## config.mk

```make
export PLATFORM = sky130hd
export DESIGN_NAME = ssadc_latch_array
export DESIGN_NICKNAME = d
export VERILOG_FILES = /design/src/rtl/ssadc_pkg.sv /design/src/rtl/ssadc_ramp_ctr.sv /design/src/rtl/ssadc_cmp_sync.sv /design/src/rtl/ssadc_pix_cell.sv /design/src/rtl/ssadc_readout.sv /design/src/rtl/ssadc_latch_array.sv
export SDC_FILE = /design/constraint.sdc
export NUM_CORES = 1
export LEC_CHECK = 0
export ABC_AREA = 1
export BUFFER_PORTS_ARGS = -buffer_cell sky130_fd_sc_hd__buf_4
export CORE_MARGIN = 3
export CORE_UTILIZATION = 61
export CTS_CLUSTER_DIAMETER = 30
export CTS_CLUSTER_SIZE = 24
export DETAILED_ROUTE_END_ITERATION = 12
export PLACE_DENSITY = 0.88
export SYNTH_ARGS = -nofsm -noshare
export SYNTH_HDL_FRONTEND = slang
export SYNTH_HIERARCHICAL = 1
export SYNTH_SLANG_ARGS = --single-unit
```

## constraint.sdc

```tcl
create_clock -name clk_i -period 2.93 [get_ports clk_i]
set_clock_uncertainty 0.15 [all_clocks]
set_input_delay 0.7325 -clock clk_i [delete_from_list [all_inputs] [get_ports clk_i]]
set_output_delay 0.7325 -clock clk_i [all_outputs]
set_load 0.02 [all_outputs]
```

## src/rtl/ssadc_pkg.sv

```systemverilog
package ssadc_pkg;
  parameter int CODE_W = 8;
  localparam int CODE_MAX = (1 << CODE_W) - 1;

  typedef logic [CODE_W-1:0] code_t;

  function automatic code_t bin2gray(input code_t b);
    return b ^ (b >> 1);
  endfunction

  function automatic code_t gray2bin(input code_t g);
    code_t b;
    b[CODE_W-1] = g[CODE_W-1];
    for (int i = CODE_W - 2; i >= 0; i--) begin
      b[i] = b[i+1] ^ g[i];
    end
    return b;
  endfunction
endpackage

```

## src/rtl/ssadc_ramp_ctr.sv

```systemverilog
module ssadc_ramp_ctr
  import ssadc_pkg::*;
(
  input  logic  clk_i,
  input  logic  rst_ni,
  input  logic  start_i,
  output logic  start_acc_o,
  output logic  busy_o,
  output logic  done_o,
  output code_t ramp_bin_o,
  output code_t ramp_gray_o
);
  logic  busy_q, done_q;
  code_t cnt_q;
  logic  last_step;

  assign start_acc_o = start_i & ~busy_q;
  assign last_step   = (cnt_q == code_t'(CODE_MAX));

  always_ff @(posedge clk_i) begin
    if (!rst_ni) begin
      busy_q <= 1'b0;
      done_q <= 1'b0;
      cnt_q  <= '0;
    end else if (start_acc_o) begin
      busy_q <= 1'b1;
      done_q <= 1'b0;
      cnt_q  <= '0;
    end else if (busy_q) begin
      if (last_step) begin
        busy_q <= 1'b0;
        done_q <= 1'b1;
      end else begin
        cnt_q <= cnt_q + code_t'(1);
      end
    end
  end

  assign busy_o      = busy_q;
  assign done_o      = done_q;
  assign ramp_bin_o  = cnt_q;
  assign ramp_gray_o = bin2gray(cnt_q);
endmodule

```

## src/rtl/ssadc_cmp_sync.sv

```systemverilog
module ssadc_cmp_sync #(
  parameter int N_PIX  = 5,
  parameter int STAGES = 2
) (
  input  logic             clk_i,
  input  logic             rst_ni,
  input  logic [N_PIX-1:0] async_i,
  output logic [N_PIX-1:0] sync_o
);
  logic [N_PIX-1:0] stage_q [STAGES];

  always_ff @(posedge clk_i) begin
    if (!rst_ni) begin
      for (int s = 0; s < STAGES; s++) stage_q[s] <= '0;
    end else begin
      stage_q[0] <= async_i;
      for (int s = 1; s < STAGES; s++) stage_q[s] <= stage_q[s-1];
    end
  end

  assign sync_o = stage_q[STAGES-1];
endmodule

```

## src/rtl/ssadc_pix_cell.sv

```systemverilog
module ssadc_pix_cell
  import ssadc_pkg::*;
(
  input  logic  clk_i,
  input  logic  rst_ni,
  input  logic  clear_i,
  input  logic  step_i,
  input  logic  hit_i,
  input  code_t code_i,
  output logic  load_o,
  output code_t code_o
);
  logic  armed_q;
  code_t mem_q;

  assign load_o = step_i & armed_q & ~hit_i;

  always_ff @(posedge clk_i) begin
    if (!rst_ni) begin
      armed_q <= 1'b0;
      mem_q   <= '0;
    end else if (clear_i) begin
      armed_q <= 1'b1;
      mem_q   <= '0;
    end else begin
      if (load_o) mem_q <= code_i;
      if (step_i && hit_i) armed_q <= 1'b0;
    end
  end

  assign code_o = mem_q;
endmodule

```

## src/rtl/ssadc_readout.sv

```systemverilog
module ssadc_readout
  import ssadc_pkg::*;
#(
  parameter int N_PIX  = 5,
  parameter int ADDR_W = 3
) (
  input  logic [N_PIX-1:0][CODE_W-1:0] codes_i,
  input  logic [ADDR_W-1:0]            addr_i,
  output code_t                        data_o
);
  always_comb begin
    data_o = '0;
    for (int i = 0; i < N_PIX; i++) begin
      if (addr_i == ADDR_W'(i)) data_o = gray2bin(codes_i[i]);
    end
  end
endmodule

```

## src/rtl/ssadc_latch_array.sv

```systemverilog
module ssadc_latch_array
  import ssadc_pkg::*;
#(
  parameter int N_PIX  = 5,
  parameter int ADDR_W = (N_PIX > 1) ? $clog2(N_PIX) : 1
) (
  input  logic               clk_i,
  input  logic               rst_ni,
  input  logic               start_i,
  input  logic [N_PIX-1:0]   cmp_i,
  input  logic [ADDR_W-1:0]  rd_addr_i,
  output logic [CODE_W-1:0]  rd_data_o,
  output logic [CODE_W-1:0]  ramp_code_o,
  output logic               busy_o,
  output logic               done_o
);
  logic                        start_acc_w;
  code_t                       ramp_bin_w;
  code_t                       ramp_gray_w;
  logic [N_PIX-1:0]            cmp_sync_w;
  logic [N_PIX-1:0]            load_en_w;
  logic [N_PIX-1:0][CODE_W-1:0] pix_code_w;

  ssadc_ramp_ctr u_ctr (
    .clk_i       (clk_i),
    .rst_ni      (rst_ni),
    .start_i     (start_i),
    .start_acc_o (start_acc_w),
    .busy_o      (busy_o),
    .done_o      (done_o),
    .ramp_bin_o  (ramp_bin_w),
    .ramp_gray_o (ramp_gray_w)
  );

  ssadc_cmp_sync #(.N_PIX(N_PIX), .STAGES(2)) u_sync (
    .clk_i   (clk_i),
    .rst_ni  (rst_ni),
    .async_i (cmp_i),
    .sync_o  (cmp_sync_w)
  );

  for (genvar p = 0; p < N_PIX; p++) begin : g_pix
    ssadc_pix_cell u_cell (
      .clk_i   (clk_i),
      .rst_ni  (rst_ni),
      .clear_i (start_acc_w),
      .step_i  (busy_o),
      .hit_i   (cmp_sync_w[p]),
      .code_i  (ramp_gray_w),
      .load_o  (load_en_w[p]),
      .code_o  (pix_code_w[p])
    );
  end

  ssadc_readout #(.N_PIX(N_PIX), .ADDR_W(ADDR_W)) u_rd (
    .codes_i (pix_code_w),
    .addr_i  (rd_addr_i),
    .data_o  (rd_data_o)
  );

  assign ramp_code_o = ramp_bin_w;
endmodule

```

# After elaboration in Yosys (flattened, before gate mapping)
# Memories as Yosys holds them, arrays and structs flattened.
# Cells that the tools add are included.
dict set report op_classes {
  mux 22
  n_eq_ne 5
  n_reduce_logical 14
  bitwise 57
  addsub 1
}
# cell n
set op_table {}
lappend op_table {{8-bit two-way mux} 5}
lappend op_table {{1-bit bitwise XOR} 35}
lappend op_table {{1-bit two-way mux} 15}
lappend op_table {{1-bit AND} 11}
lappend op_table {{5-bit two-way mux} 2}
lappend op_table {{2-bit nonzero test} 5}
lappend op_table {{8-bit by 1-bit adder with 8-bit output, second input constant} 1}
lappend op_table {{8-bit == test, second input constant} 1}
lappend op_table {{1-bit inverter} 8}
lappend op_table {{8-bit by 7-bit bitwise XOR with 8-bit output} 1}
lappend op_table {{3-bit by 2-bit == test with 1-bit output, second input constant} 2}
lappend op_table {{1-bit logical AND} 5}
lappend op_table {{2-bit AND reduction} 2}
lappend op_table {{3-bit by 1-bit == test with 1-bit output, second input constant} 1}
lappend op_table {{3-bit == test, second input constant} 1}
lappend op_table {{3-bit logical NOT} 1}
lappend op_table {{1-bit OR} 2}
lappend op_table {{2-bit OR reduction} 1}
dict set report word_totals {
  regBits 55
  output_inout_bits 18
  inputBits 11
  wordCells 113
  memories 1
  ram_bits 10
}
# name depth width read_ports rd_ports_with_merged_regs wr line
set mem_list {}
lappend mem_list {u_sync.stage_q 2 5 2 0 2 ssadc_cmp_sync.sv:10} ;# logic [N_PIX-1:0] stage_q [STAGES];

# Logic depth before layout (Yosys ltp)
# Gate-level depths: netlist (run 1).
dict set report depth {
  depth_word 12
  depth_mapped 17
  ltp_nobuf 17
}

# Modules after synthesis
# Netlist (run 1), hierarchy kept.
# mod n_inst seq_area_each_um2 cells_each area_each_um2
set by_module_without_submodules {}
lappend by_module_without_submodules {ssadc_pix_cell 5 180.2 58 405.4}
lappend by_module_without_submodules {ssadc_readout 1 0.0 203 1003.5}
lappend by_module_without_submodules {ssadc_ramp_ctr 1 200.2 81 560.5}
lappend by_module_without_submodules {ssadc_cmp_sync 1 200.2 36 324.1}

# Least setup slack after synthesis (run 1)
# No wires, ideal clock.
dict set report synth_path {
  path_type {input-to-reg}
  start {input start_i}
  end {register u_ctr.cnt_q[1] (netlist: u_ctr/ramp_bin_o[1])}
  path_stages 5
  required_time_ns 2.665
  path_slack_ns 0.210
  arrival_time_ns 2.455
  setup_ns 0.115
  cell_sequence {inv_1 nor2_1 nor2_4 o21ai_1 nor2_1}
}
dict set report synth_via {
  elab_chain_cells 2
}
# element line
set synth_rtl {}
lappend synth_rtl {{start, declared} ssadc_latch_array.sv:9} ;# input logic start_i,
lappend synth_rtl {{1-bit AND} ssadc_ramp_ctr.sv:17} ;# assign start_acc_o = start_i & ~busy_q;
lappend synth_rtl {{net start_acc_w} ssadc_latch_array.sv:17} ;# logic start_acc_w;
lappend synth_rtl {{2-bit OR reduction (no source line)} -}
lappend synth_rtl {{end signal, assigned} ssadc_ramp_ctr.sv:34} ;# cnt_q <= cnt_q + code_t'(1);
lappend synth_rtl {{end, declared} ssadc_ramp_ctr.sv:14} ;# code_t cnt_q;
# The timed path passes the listed nets, and every way through them passes these cells.
# A chain may end at the register's enable or synchronous reset.

# Final worst setup path (run 1)
dict set report layout_path {
  start {register g_pix[1].u_cell.mem_q[6]}
  end {output rd_data_o[0]}
}
dict set report layout_via {
  elab_chain_cells 11
}
# element line
set layout_rtl {}
lappend layout_rtl {{start, declared} ssadc_pix_cell.sv:14} ;# code_t mem_q;
lappend layout_rtl {{start signal, assigned} ssadc_pix_cell.sv:26} ;# if (load_o) mem_q <= code_i;
lappend layout_rtl {{1-bit bitwise XOR (7 in a row)} ssadc_pkg.sv:15} ;# b[i] = b[i+1] ^ g[i];
lappend layout_rtl {{8-bit two-way mux (4 in a row)} ssadc_readout.sv:14} ;# if (addr_i == ADDR_W'(i)) data_o = gray2bin(codes_i[i]);
lappend layout_rtl {{end, declared} ssadc_latch_array.sv:12} ;# output logic [CODE_W-1:0] rd_data_o,
# Every way passes these cells.

==> results of run 1 <==
-- critical path: stages, from the launching register on --
cell and delay, ns:
dfxtp_2 0.37, inv_1 0.08, nand2_2 0.11, nand3_4 0.12, nand2_4 0.11, nand2_2 0.08, nand3_1 0.12, nand3_2 0.12
nand3_1 0.13, nand3_1 0.15, nand3_1 0.12, nand2_1 0.07, nor2_2 0.11, nand3_2 0.08, buf_6 0.13
-- state kept, by name, indices dropped and copies added (netlist names) --
signal and cells:
g_pix.u_cell/armed_q 5, g_pix.u_cell/code_o 40, u_ctr/done_o 1, u_ctr/busy_o 1, u_sync/stage_q 10, u_ctr/ramp_bin_o 8
-- cell usage in the layout, fill, tap and decap left out, types with 7 or more instances in the layout --
cell	instances
ha_1	7
buf_4	43
inv_1	102
nand2_1	145
dfxtp_1	55
inv_2	7
nand2_2	32
nand3_4	11
nand3_2	20
nand3_1	31
clkbuf_8	10
a21oi_1	19
nor2_1	110
nand2_4	8
-- stage by stage --
stage | hold WS (ns) | utilization [%] | instance area [sq um] | setup TNS [ns] | setup WS, ns
after floorplan | 0.236 | - | 3900 | 0 | 0.210
after global placement | 0.241 | 68.2 | 4140 | 0 | 0.171
after detailed placement | 0.248 | 68.2 | 4140 | 0 | 0.107
after CTS | 0.262 | 74.3 | 4500 | -0.0106 | -0.0106
after global routing | 0.305 | 78.0 | 4730 | -0.634 | -0.269
final | 0.263 | 78.0 | 4730 | -0.243 | -0.205
-- repair_timing --
action / 4_1_cts / 5_1_grt
endpoints found under the hold margin: 0 / 0
setup buffers: 5 / 5
pin swaps: 12 / 18
resized for setup: 26 / 48
hold buffers: 0 / 0
setup endpoints to repair: 3 / 5
-- report_power, final --
part	total, W	internal [W]	switching, W
registers	0.000944	0.000912	0.0000327
logic	0.000378	0.000139	0.000239
clock network	0.000928	0.000587	0.000341
-- layer usage --
metal | up-vias | global-route usage [%] | share of wire [%] | routed length (microns)
met5 | - | 0 | 0 | 0
met4 | 0 | 15.8 | 4.1 | 410
met3 | 39 | 5.38 | 7.2 | 731
met2 | 174 | 45.8 | 49 | 4950
met1 | 1707 | 32.0 | 40 | 4030
li1 | 1929 | - | - | -
-- final timing paths --
kind,endpoint,depth (start not counted)
worst max register to register,u_ctr/ramp_bin_o[0]$_SDFFE_PP0P_,7
worst min-delay path,u_sync/stage_q[0][8]$_SDFF_PN0_,2
worst min register to register,u_sync/stage_q[0][8]$_SDFF_PN0_,2
worst max-delay path,rd_data_o[0],14
-- final cells by class --
cell class                      count  area, sq um
Multi-Input combinational cell    419         2320
Fill cell                         405         1330
Sequential cell                    65         1320
Inverter                          109          409
Timing Repair Buffer               44          334
Clock buffer                       11          141
Clock inverter                      5          103
Tap cell                           75         93.8
==> key figures, run 1 <==
Outcome
  – Status: finished, violations left
  – Failing checks: setup timing

GRT
  – Initial antenna violation count: 0
  – Total gr overflow: 0
  – First-pass GRT wire length: around 16 mm
  – Number of global-route vias before repair: ~3600
  – GR Util All Layers: 27.2%
  – Pin count of the biggest net entering global routing: 17

Floorplan
  – Full die area: between 7000 and 8000 sq um
  – Die Ht: between 80 and 90 microns
  – Ports: 29
  – Starting Density: between 60% and 70%
  – Row count: 28
  – Core area: between 6000 and 7000 sq um
  – Die Width: 85.9 microns

STA
  – Worst setup margin: -0.205 ns
  – Final Hold Viols: 0
  – Slew @ Worst Pin: 0.465 ns
  – Fmax: 319 MHz
  – Final setup viols: 2
  – Max-Slew Margin vs Limit: 69.0%
  – Final min period: roughly 3.1 ns
  – Final Max Slew Viols: 0
  – RSZ-0062 raised after global routing: yes
  – Tcrit/Tclk final: 107%

Routing
  – Via density: ~5.3
  – Post-DRT Antenna Nets: 0
  – Wirelength, routed: ~10 mm
  – Via count: between 3000 and 4000
  – # DRC: 0
  – 1st-pass router iterations: 5
  – First DRT Iteration DRCs: 301
  – Drt wl/cell: ~14 microns

Clock network
  – Reg clk slew, reported paths: about 0.07 ns
  – CTS root buffer: clkbuf_8
  – TritonCTS clock tree: built
  – TritonCTS Sinks: 65
  – Deepest clock path buffer count: 2
  – Num CTS Buffers: 9
  – Clock latency on the worst-skew pair: about 0.34 ns
  – H-tree levels: 3

Layout
  – Synth-to-layout area growth: 21.4%
  – Fraction of layout cells with a size suffix above 1: 24.7%
  – NumNets Final: between 600 and 700
  – ANT cells: 0
  – Cell Count, Final, Fillers Out: 728

Worst setup path
  – Critical Path End Type: primary output
  – Crit path arrival time: 2.25 ns
  – Type of origin of the critical path: flop
  – Peak fanout along the critical path: 4
  – Critical Path RT: 2.05 ns
  – RR Startpoint: u_ctr/ramp_bin_o[7]$_SDFFE_PP0P_
  – Crit path kind: flop to primary output
  – Worst setup path startpoint: g_pix[1].u_cell/code_o[6]$_SDFFE_PP0P_
  – Flop-to-flop setup slack: 1.25 ns

Yosys
  – Syn nets: between 600 and 700
  – Mapped Area: between 3000 and 4000 sq um
  – Syn_area_per_cell: ~6.4 sq um
  – Synth Warn #: 6
  – Post-Synthesis Cells: between 600 and 700

Placement
  – IO Port Bufs: 28
  – Final HPWL DP: 6.49 mm
  – Final GP Congestion: between 0.8 and 0.9
  – Inst Count DP: ~700

Power
  – Pwr/cell area: 476 nW/um^2
  – Maximum VDD drop: between 0.4 and 0.5 mV
  – Total Power: 0.00225 W
  – P_leak: about 2.4 nW

Min path
  – Tightest Hold Check Type: flop to flop
  – Worst Min Path Start: u_sync/stage_q[0][3]$_SDFF_PN0_

Flow run
  – Maxcap violations: 0
Note: power is estimated with default switching activity, not from simulation.
==> inputs of run 2 (changes only) <==
ABC_AREA = default   (was 1)
CAP_MARGIN = 20   (was default)
==> key figures, run 2 <==
Outcome
  – Status: finished, violations left
  – Failing checks: setup timing

STA
  – Tcrit/Tclk final: 112% (+4.6 points)
  – Max-Slew Margin vs Limit: 57.3% (-12 points)
  – Final min period: 3.27 ns (+0.135 ns)
  – Slew @ Worst Pin: 0.639 ns (+0.174 ns)
  – Final Max Slew Viols: 0 (unchanged)
  – Final Hold Viols: 0 (unchanged)
  – Worst setup margin: -0.340 ns (-0.135 ns)
  – Fmax: 306 MHz (-4.1%)
  – Final setup viols: 5 (+3)
  – Hold_ws: 0.282 ns (+0.0181 ns)
  – RSZ-0062 raised after global routing: yes

Yosys
  – Post-Synthesis Cells: 402 (-34%)
  – Async S/R FF share, synth: 0%
  – Area share of the leading cell type in the synthesized netlist: 32.5%
  – Post-synth top cells: 81 x nand3b_1, 65 x dfxtp_1, 42 x mux2i_1, 16 x buf_4, 16 x xor2_1
  – Synth Warn #: 6 (unchanged)
  – Post-synthesis register bit count: 65
  – Post-synthesis sequential area ratio: roughly a third
  – Top FF cell, synth: dfxtp_1
  – Synth cell types: 50
  – Top area cells in the synthesized netlist: dfxtp_1 32%, nand3b_1 15%, mux2i_1 10%
  – Count leader, synth: nand3b_1
  – Synth area leader: dfxtp_1
  – Mapped Area: 4010 sq um (+2.9%)
  – Post-synth EDFFs: 0
  – Syn nets: 420 (-33%)
  – Syn_area_per_cell: 9.97 sq um (+55%)

Worst setup path
  – Cell mode on critical path: buf_4
  – Peak fanout along the critical path: 7 (+3)
  – RR Startpoint: u_ctr/busy_o$_SDFF_PN0_
  – Worst path max stage delay: 0.48 ns (+0.11 ns)
  – Reg2Reg Capture Point: g_pix[1].u_cell/code_o[6]$_SDFFE_PP0P_
  – R2R depth: 5 (-2)
  – Flop-to-flop setup slack: 0.89 ns (-0.36 ns)
  – Crit path cell chain: xor3_2, xor2_4, buf_4, xnor3_1, xnor2_1, a22oi_1, nand2_1, buf_4
  – Critical Path RT: 2.05 ns (about the same)
  – WP buf/inv: 2 (unchanged)
  – Critical Path End Type: primary output
  – Slowest CP cell: xor3_2
  – Crit path kind: flop to primary output
  – Crit path depth: 8 (-6)
  – Type of origin of the critical path: flop
  – Crit path arrival time: 2.39 ns (+0.14 ns)
  – Crit path max-delay family: XOR/XNOR gates

Placement
  – Final HPWL DP: 6.25 mm (-3.7%)
  – Final GP Congestion: 0.990 (+13%)
  – IO Port Bufs: 28 (unchanged)

Layout
  – Commonest cells after routing, fill and taps aside: 81 x nand3b_1, 61 x dfxtp_1, 49 x buf_4
  – NumNets Final: 455 (-32%)
  – Leading cell type in the layout, fill and taps excluded: nand3b_1
  – Post-layout util: 74.8% (-3.2 points)
  – # fillers: 405 (unchanged)
  – Seq. cell area: 1310 sq um (-1.3%)
  – ANT cells: 0 (unchanged)
  – Multi-input gate area: 2500 sq um (+7.6%)
  – Largest register FFs: 40 (unchanged)
  – Fraction of layout cells with a size suffix above 1: 21.7% (-2.9 points)
  – Synth-to-layout area growth: 14.5%

Clock network
  – TritonCTS clock tree: built
  – Clock latency on the worst-skew pair: 0.33 ns (about the same)
  – Reg clk slew, reported paths: 0.07 ns (about the same)
  – TritonCTS Sinks: 65 (unchanged)
  – CTS Hold Bufs: 0 (unchanged)
  – H-tree levels: 3 (unchanged)
  – Deepest clock path buffer count: 2 (unchanged)
  – CTS root buffer: clkbuf_8
  – Num CTS Buffers: 9 (unchanged)

Power
  – Gate power share: 9.6% (-7.2 points)
  – Sequential power share: 49.4% (+7.4 points)
  – Maximum VDD drop: 0.447 mV (-1.0%)
  – Clock share of power: 41.0% (-0.2 points)
  – Switching power: 0.000448 W (-27%)
  – Total Power: 0.00184 W (-18%)
  – P_leak: 1.73 nW (-29%)
  – Sw Share: 24.3% (-2.9 points)
  – Internal power: 0.00140 W (-15%)
  – Pwr/cell area: 402 nW/um^2 (-16%)

Routing
  – Wirelength, routed: 9.59 mm (-5.3%)
  – # DRC: 0 (unchanged)
  – Drt wl/cell: 18.5 microns (+33%)
  – Via density: 6.33 (+20%)
  – First DRT Iteration DRCs: 287 (-4.7%)
  – 1st-pass router iterations: 6 (+1)
  – Via count: 3271 (-15%)
  – Post-DRT Antenna Nets: 0 (unchanged)

Flow run
  – Maxcap violations: 0 (unchanged)

Min path
  – Hold-critical path depth: 1 (-1)
  – Tightest Hold Check Type: flop to flop
  – Worst Min Path Start: u_sync/stage_q[0][3]$_SDFF_PN0_
  – Hold Path End: u_sync/stage_q[0][8]$_SDFF_PN0_

Floorplan
  – Ports: 29 (unchanged)
  – Die Width: 87.1 microns (+1.3%)
  – Starting Density: 65.4% (+1.1 points)
  – Core area: 6130 sq um (+1.2%)
  – Row count: 28 (unchanged)
  – Full die area: 7580 sq um (+2.7%)
  – Die Ht: 87.1 microns (+1.3%)

GRT
  – Pin count of the biggest net entering global routing: 86 (+69)
  – Number of global-route vias before repair: 3123 (-12%)
  – First-pass GRT wire length: 15.4 mm (-2.4%)
  – Initial antenna violation count: 0 (unchanged)
  – GR Util All Layers: 26.2% (-0.98 points)
  – Total gr overflow: 0 (unchanged)
run 2: cell count changes in the layout (fill, tap and decap cells not counted), sizes merged, moves of 10 or more:
cell / before / now
nand2: 185 / 13
nor2: 119 / 12
inv: 109 / 9
nand3b: 6 / 81
nand3: 62 / 4
mux2i: 0 / 42
xor2: 2 / 18
and2: 0 / 12
buf: 44 / 56
xnor2: 2 / 12
run 2: logic make-up after synthesis:
logic type               Yosys count  synth area share [%]
AND/OR/NAND/NOR                  147                  24.4
flip-flops                        65                  32.5
AO/OA/AOI/OAI                     58                  9.90
multiplexers                      44                  11.6
buffers and inverters             41                  6.46
XOR/XNOR                          40                  13.0
adder cells (fa/ha/maj)            7                  2.19
run 2: how the worst max path moves through the flow:
stage / from / to / slack (ns)
final: g_pix[0].u_cell/code_o[6]$_SDFFE_PP0P_ / rd_data_o[1] / -0.34
after global routing: g_pix[0].u_cell/code_o[6]$_SDFFE_PP0P_ / rd_data_o[0] / -0.40
after CTS: g_pix[0].u_cell/code_o[5]$_SDFFE_PP0P_ / rd_data_o[0] / -0.34
after detailed placement: rd_addr_i[1] / rd_data_o[0] / -0.03
after global placement: rd_addr_i[1] / rd_data_o[0] / -0.06
after floorplan: rd_addr_i[0] / rd_data_o[6] / 0.08
run 2: power groups by stage:
stage	clock, W	combinational (W)	sequential [W]
floorplan	0	0.000133	0.000928
global placement	0	0.000164	0.000929
detailed placement	0	0.000168	0.000930
CTS	0.000768	0.000169	0.000910
global route	0.000804	0.000190	0.000912
finish	0.000756	0.000177	0.000910
run 2: stage by stage:
| step | instances | cell area (sq um) | TNS [ns] | setup slack (ns) |
|---|---|---|---|---|
| 3_5_place_dp | 497 | 4270 | -0.0310 | -0.0310 |
| 4_1_cts | 516 | 4500 | -1.26 | -0.339 |
| 2_1_floorplan | 402 | 4010 | 0 | 0.0757 |
| 3_3_place_gp | 497 | 4270 | -0.0564 | -0.0564 |
| 6_report | 517 | 4590 | -1.34 | -0.340 |
| 5_1_grt | 517 | 4590 | -1.70 | -0.403 |
run 2: timing repair:
item	CTS	global route
setup buffers	3	2
endpoints found under the setup margin	5	7
gates resized for setup	5	22
pin swaps	6	16
run 2: final cells by class:
cell class                      count  share of cell area [%]
Multi-Input combinational cell    296                    54.5
Clock buffer                       11                    3.08
Clock inverter                      5                    1.20
Tap cell                           75                    2.05
Sequential cell                    65                    28.5
Timing Repair Buffer               56                    9.93
Inverter                            9                   0.736
run 2: layer usage:
metal	track usage [%]	vias to the layer above	share of wire (%)
li1	-	1521	-
met1	35.5	1599	44
met2	41.5	133	48
met3	3.88	18	5.8
met4	11.3	0	1.6
met5	0	-	0
==> inputs of run 3 (changes only) <==
CORE_ASPECT_RATIO = 0.9   (was default)
GPL_ROUTABILITY_DRIVEN = 0   (was default)
==> key figures, run 3 (synthesis gave the netlist of run 2 again) <==
Clock network
  – Num CTS Buffers: 9 (unchanged)
  – TritonCTS clock tree: built
  – CTS root buffer: clkbuf_8
  – Deepest clock path buffer count: 2 (unchanged)
  – TritonCTS Sinks: 65 (unchanged)
  – Reg clk slew, reported paths: 0.07 ns (about the same)
  – H-tree levels: 3 (unchanged)
  – CTS Hold Bufs: 0 (unchanged)
  – Clock latency on the worst-skew pair: 0.34 ns (about the same)

Power
  – Pwr/cell area: 371 nW/um^2 (-7.6%)
  – P_leak: 1.72 nW (-0.53%)
  – Maximum VDD drop: 0.309 mV (-31%)

Routing
  – 1st-pass router iterations: 6 (unchanged)
  – Post-DRT Antenna Nets: 0 (unchanged)
  – Via count: 3179 (-2.8%)
  – Wirelength, routed: 9.54 mm (-0.49%)
  – Via density: 6.07 (-4.1%)
  – First DRT Iteration DRCs: 259 (-9.8%)
  – # DRC: 0 (unchanged)
  – Drt wl/cell: 18.2 microns (-1.8%)

Layout
  – # fillers: 431 (+6.4%)
  – Seq. cell area: 1310 sq um (unchanged)
  – Commonest cells after routing, fill and taps aside: 81 x nand3b_1, 61 x dfxtp_1, 47 x buf_4
  – ANT cells: 0 (unchanged)
  – Synth-to-layout area growth: 14.5% (about the same)
  – NumNets Final: 452 (-0.66%)
  – Post-layout util: 73.4% (-1.4 points)
  – Fraction of layout cells with a size suffix above 1: 22.7% (+0.94 points)
  – Largest register FFs: 40 (unchanged)
  – Multi-input gate area: 2560 sq um (+2.4%)
  – Leading cell type in the layout, fill and taps excluded: nand3b_1
  – Final instance area: 4590 sq um (about the same)

GRT
  – GR Util All Layers: 25.1% (-1.1 points)
  – Met3 usage: 6.34% (+2.5 points)
  – Pin count of the biggest net entering global routing: 86 (unchanged)
  – Met1 Use GR: 33.4% (-2.1 points)
  – Total gr overflow: 0 (unchanged)
  – Number of global-route vias before repair: 3078 (-1.4%)
  – First-pass GRT wire length: 15.2 mm (-1.7%)
  – Initial antenna violation count: 0 (unchanged)
  – GR Util met2: 39.1% (-2.5 points)
  – Grt peak-use layer: met2

Worst setup path
  – Critical Path End Type: primary output
  – Crit path cell chain: xor3_2, xor2_4, a21oi_1, a311o_1, o211ai_1, a32o_2, buf_4
  – Peak fanout along the critical path: 6 (-1)
  – Flop-to-flop setup slack: 0.96 ns (+0.07 ns)
  – Worst path max stage delay: 0.48 ns (about the same)
  – Crit path arrival time: 2.44 ns (+0.05 ns)
  – Crit path depth: 7 (-1)
  – WP buf/inv: 1 (-1)
  – Critical Path RT: 2.05 ns (about the same)
  – Type of origin of the critical path: flop
  – Crit path kind: flop to primary output
  – Crit path max-delay family: compound AO/OA/AOI/OAI gates
  – Slowest CP cell: xor3_2
  – R2R depth: 5 (unchanged)

Floorplan
  – Die Ht: 82.9 microns (-4.8%)
  – Ports: 29 (unchanged)
  – Starting Density: 64.1% (-1.2 points)
  – Row count: 27 (-3.6%)
  – Full die area: 7580 sq um (about the same)
  – Core area: 6250 sq um (+1.9%)
  – Die Width: 91.4 microns (+5.0%)

STA
  – Slew @ Worst Pin: 0.625 ns (-0.0149 ns)
  – Final Max Slew Viols: 0 (unchanged)
  – Final setup viols: 5 (unchanged)
  – Fmax: 301 MHz (-1.6%)
  – Worst setup margin: -0.395 ns (-0.0544 ns)
  – Tcrit/Tclk final: 113% (+1.9 points)
  – RSZ-0062 raised after global routing: yes
  – Setup_tns: -1.42 ns (-0.0772 ns)
  – Final Hold Viols: 0 (unchanged)
  – Max-Slew Margin vs Limit: 58.3% (+0.99 points)
  – Final min period: 3.32 ns (+0.0544 ns)

Min path
  – Hold-critical path depth: 1 (unchanged)
  – Tightest Hold Check Type: flop to flop

Placement
  – IO Port Bufs: 28 (unchanged)
  – Placed cell area: 4280 sq um (+0.29%)
  – Final HPWL DP: 6.30 mm (+0.84%)

Flow run
  – Maxcap violations: 0 (unchanged)

Outcome
  – Failing checks: setup timing
  – Status: finished, violations left
## run 3: changes by cell type in the layout (fill, tap and decap cells not counted), sizes merged
cell,delta
clkinv,+1
clkbuf,-1
bufinv,-1
clkinvlp,-1
buf,-3
## run 3: where the power goes
| group | internal (W) | total [W] | switching (W) |
|---|---|---|---|
| clock | 0.000293 | 0.000618 | 0.000325 |
| sequential | 0.000898 | 0.000910 | 0.0000118 |
| combinational | 0.0000819 | 0.000177 | 0.0000949 |
| total | 0.00127 | 0.00170 | 0.000432 |
## run 3: routing by layer
layer / up-vias / wire length (microns)
li1: 1509 / -
met1: 1512 / 4060
met2: 131 / 4610
met3: 27 / 612
met4: 0 / 262
met5: - / 0
## run 3: per-stage QoR
stage	total power (W)	setup WS [ns]	std cells	hold slack, ns
5_1_grt	0.00177	-0.457	524	0.306
4_1_cts	0.00171	-0.347	521	0.288
6_report	0.00170	-0.395	524	0.283
2_1_floorplan	0.00106	0.0757	402	0.256
3_3_place_gp	0.00109	-0.0302	507	0.265
3_5_place_dp	0.00110	-0.0425	507	0.267
## run 3: final timing paths
kind                                       endpoint                                    from
max                                    rd_data_o[0]  g_pix[0].u_cell/code_o[6]$_SDFFE_PP0P_
min                 u_sync/stage_q[0][8]$_SDFF_PN0_         u_sync/stage_q[0][3]$_SDFF_PN0_
max reg2reg  g_pix[1].u_cell/code_o[3]$_SDFFE_PP0P_                 u_ctr/busy_o$_SDFF_PN0_
min reg2reg         u_sync/stage_q[0][8]$_SDFF_PN0_         u_sync/stage_q[0][3]$_SDFF_PN0_
## run 3: cell type report
class	count	area share [%]
Multi-Input combinational cell	296	55.8
Timing Repair Buffer	53	9.35
Inverter	9	0.736
Clock inverter	4	0.491
Sequential cell	65	28.5
Clock buffer	10	2.78
Tap cell	87	2.37
## run 3: repair_timing
item | 4_1_cts | 5_1_grt
resized for setup | 19 | 15
buffers inserted | 0 | 3
pin swaps | 8 | 7
endpoints found under the hold margin | 0 | 0
setup endpoints to repair | 5 | 7
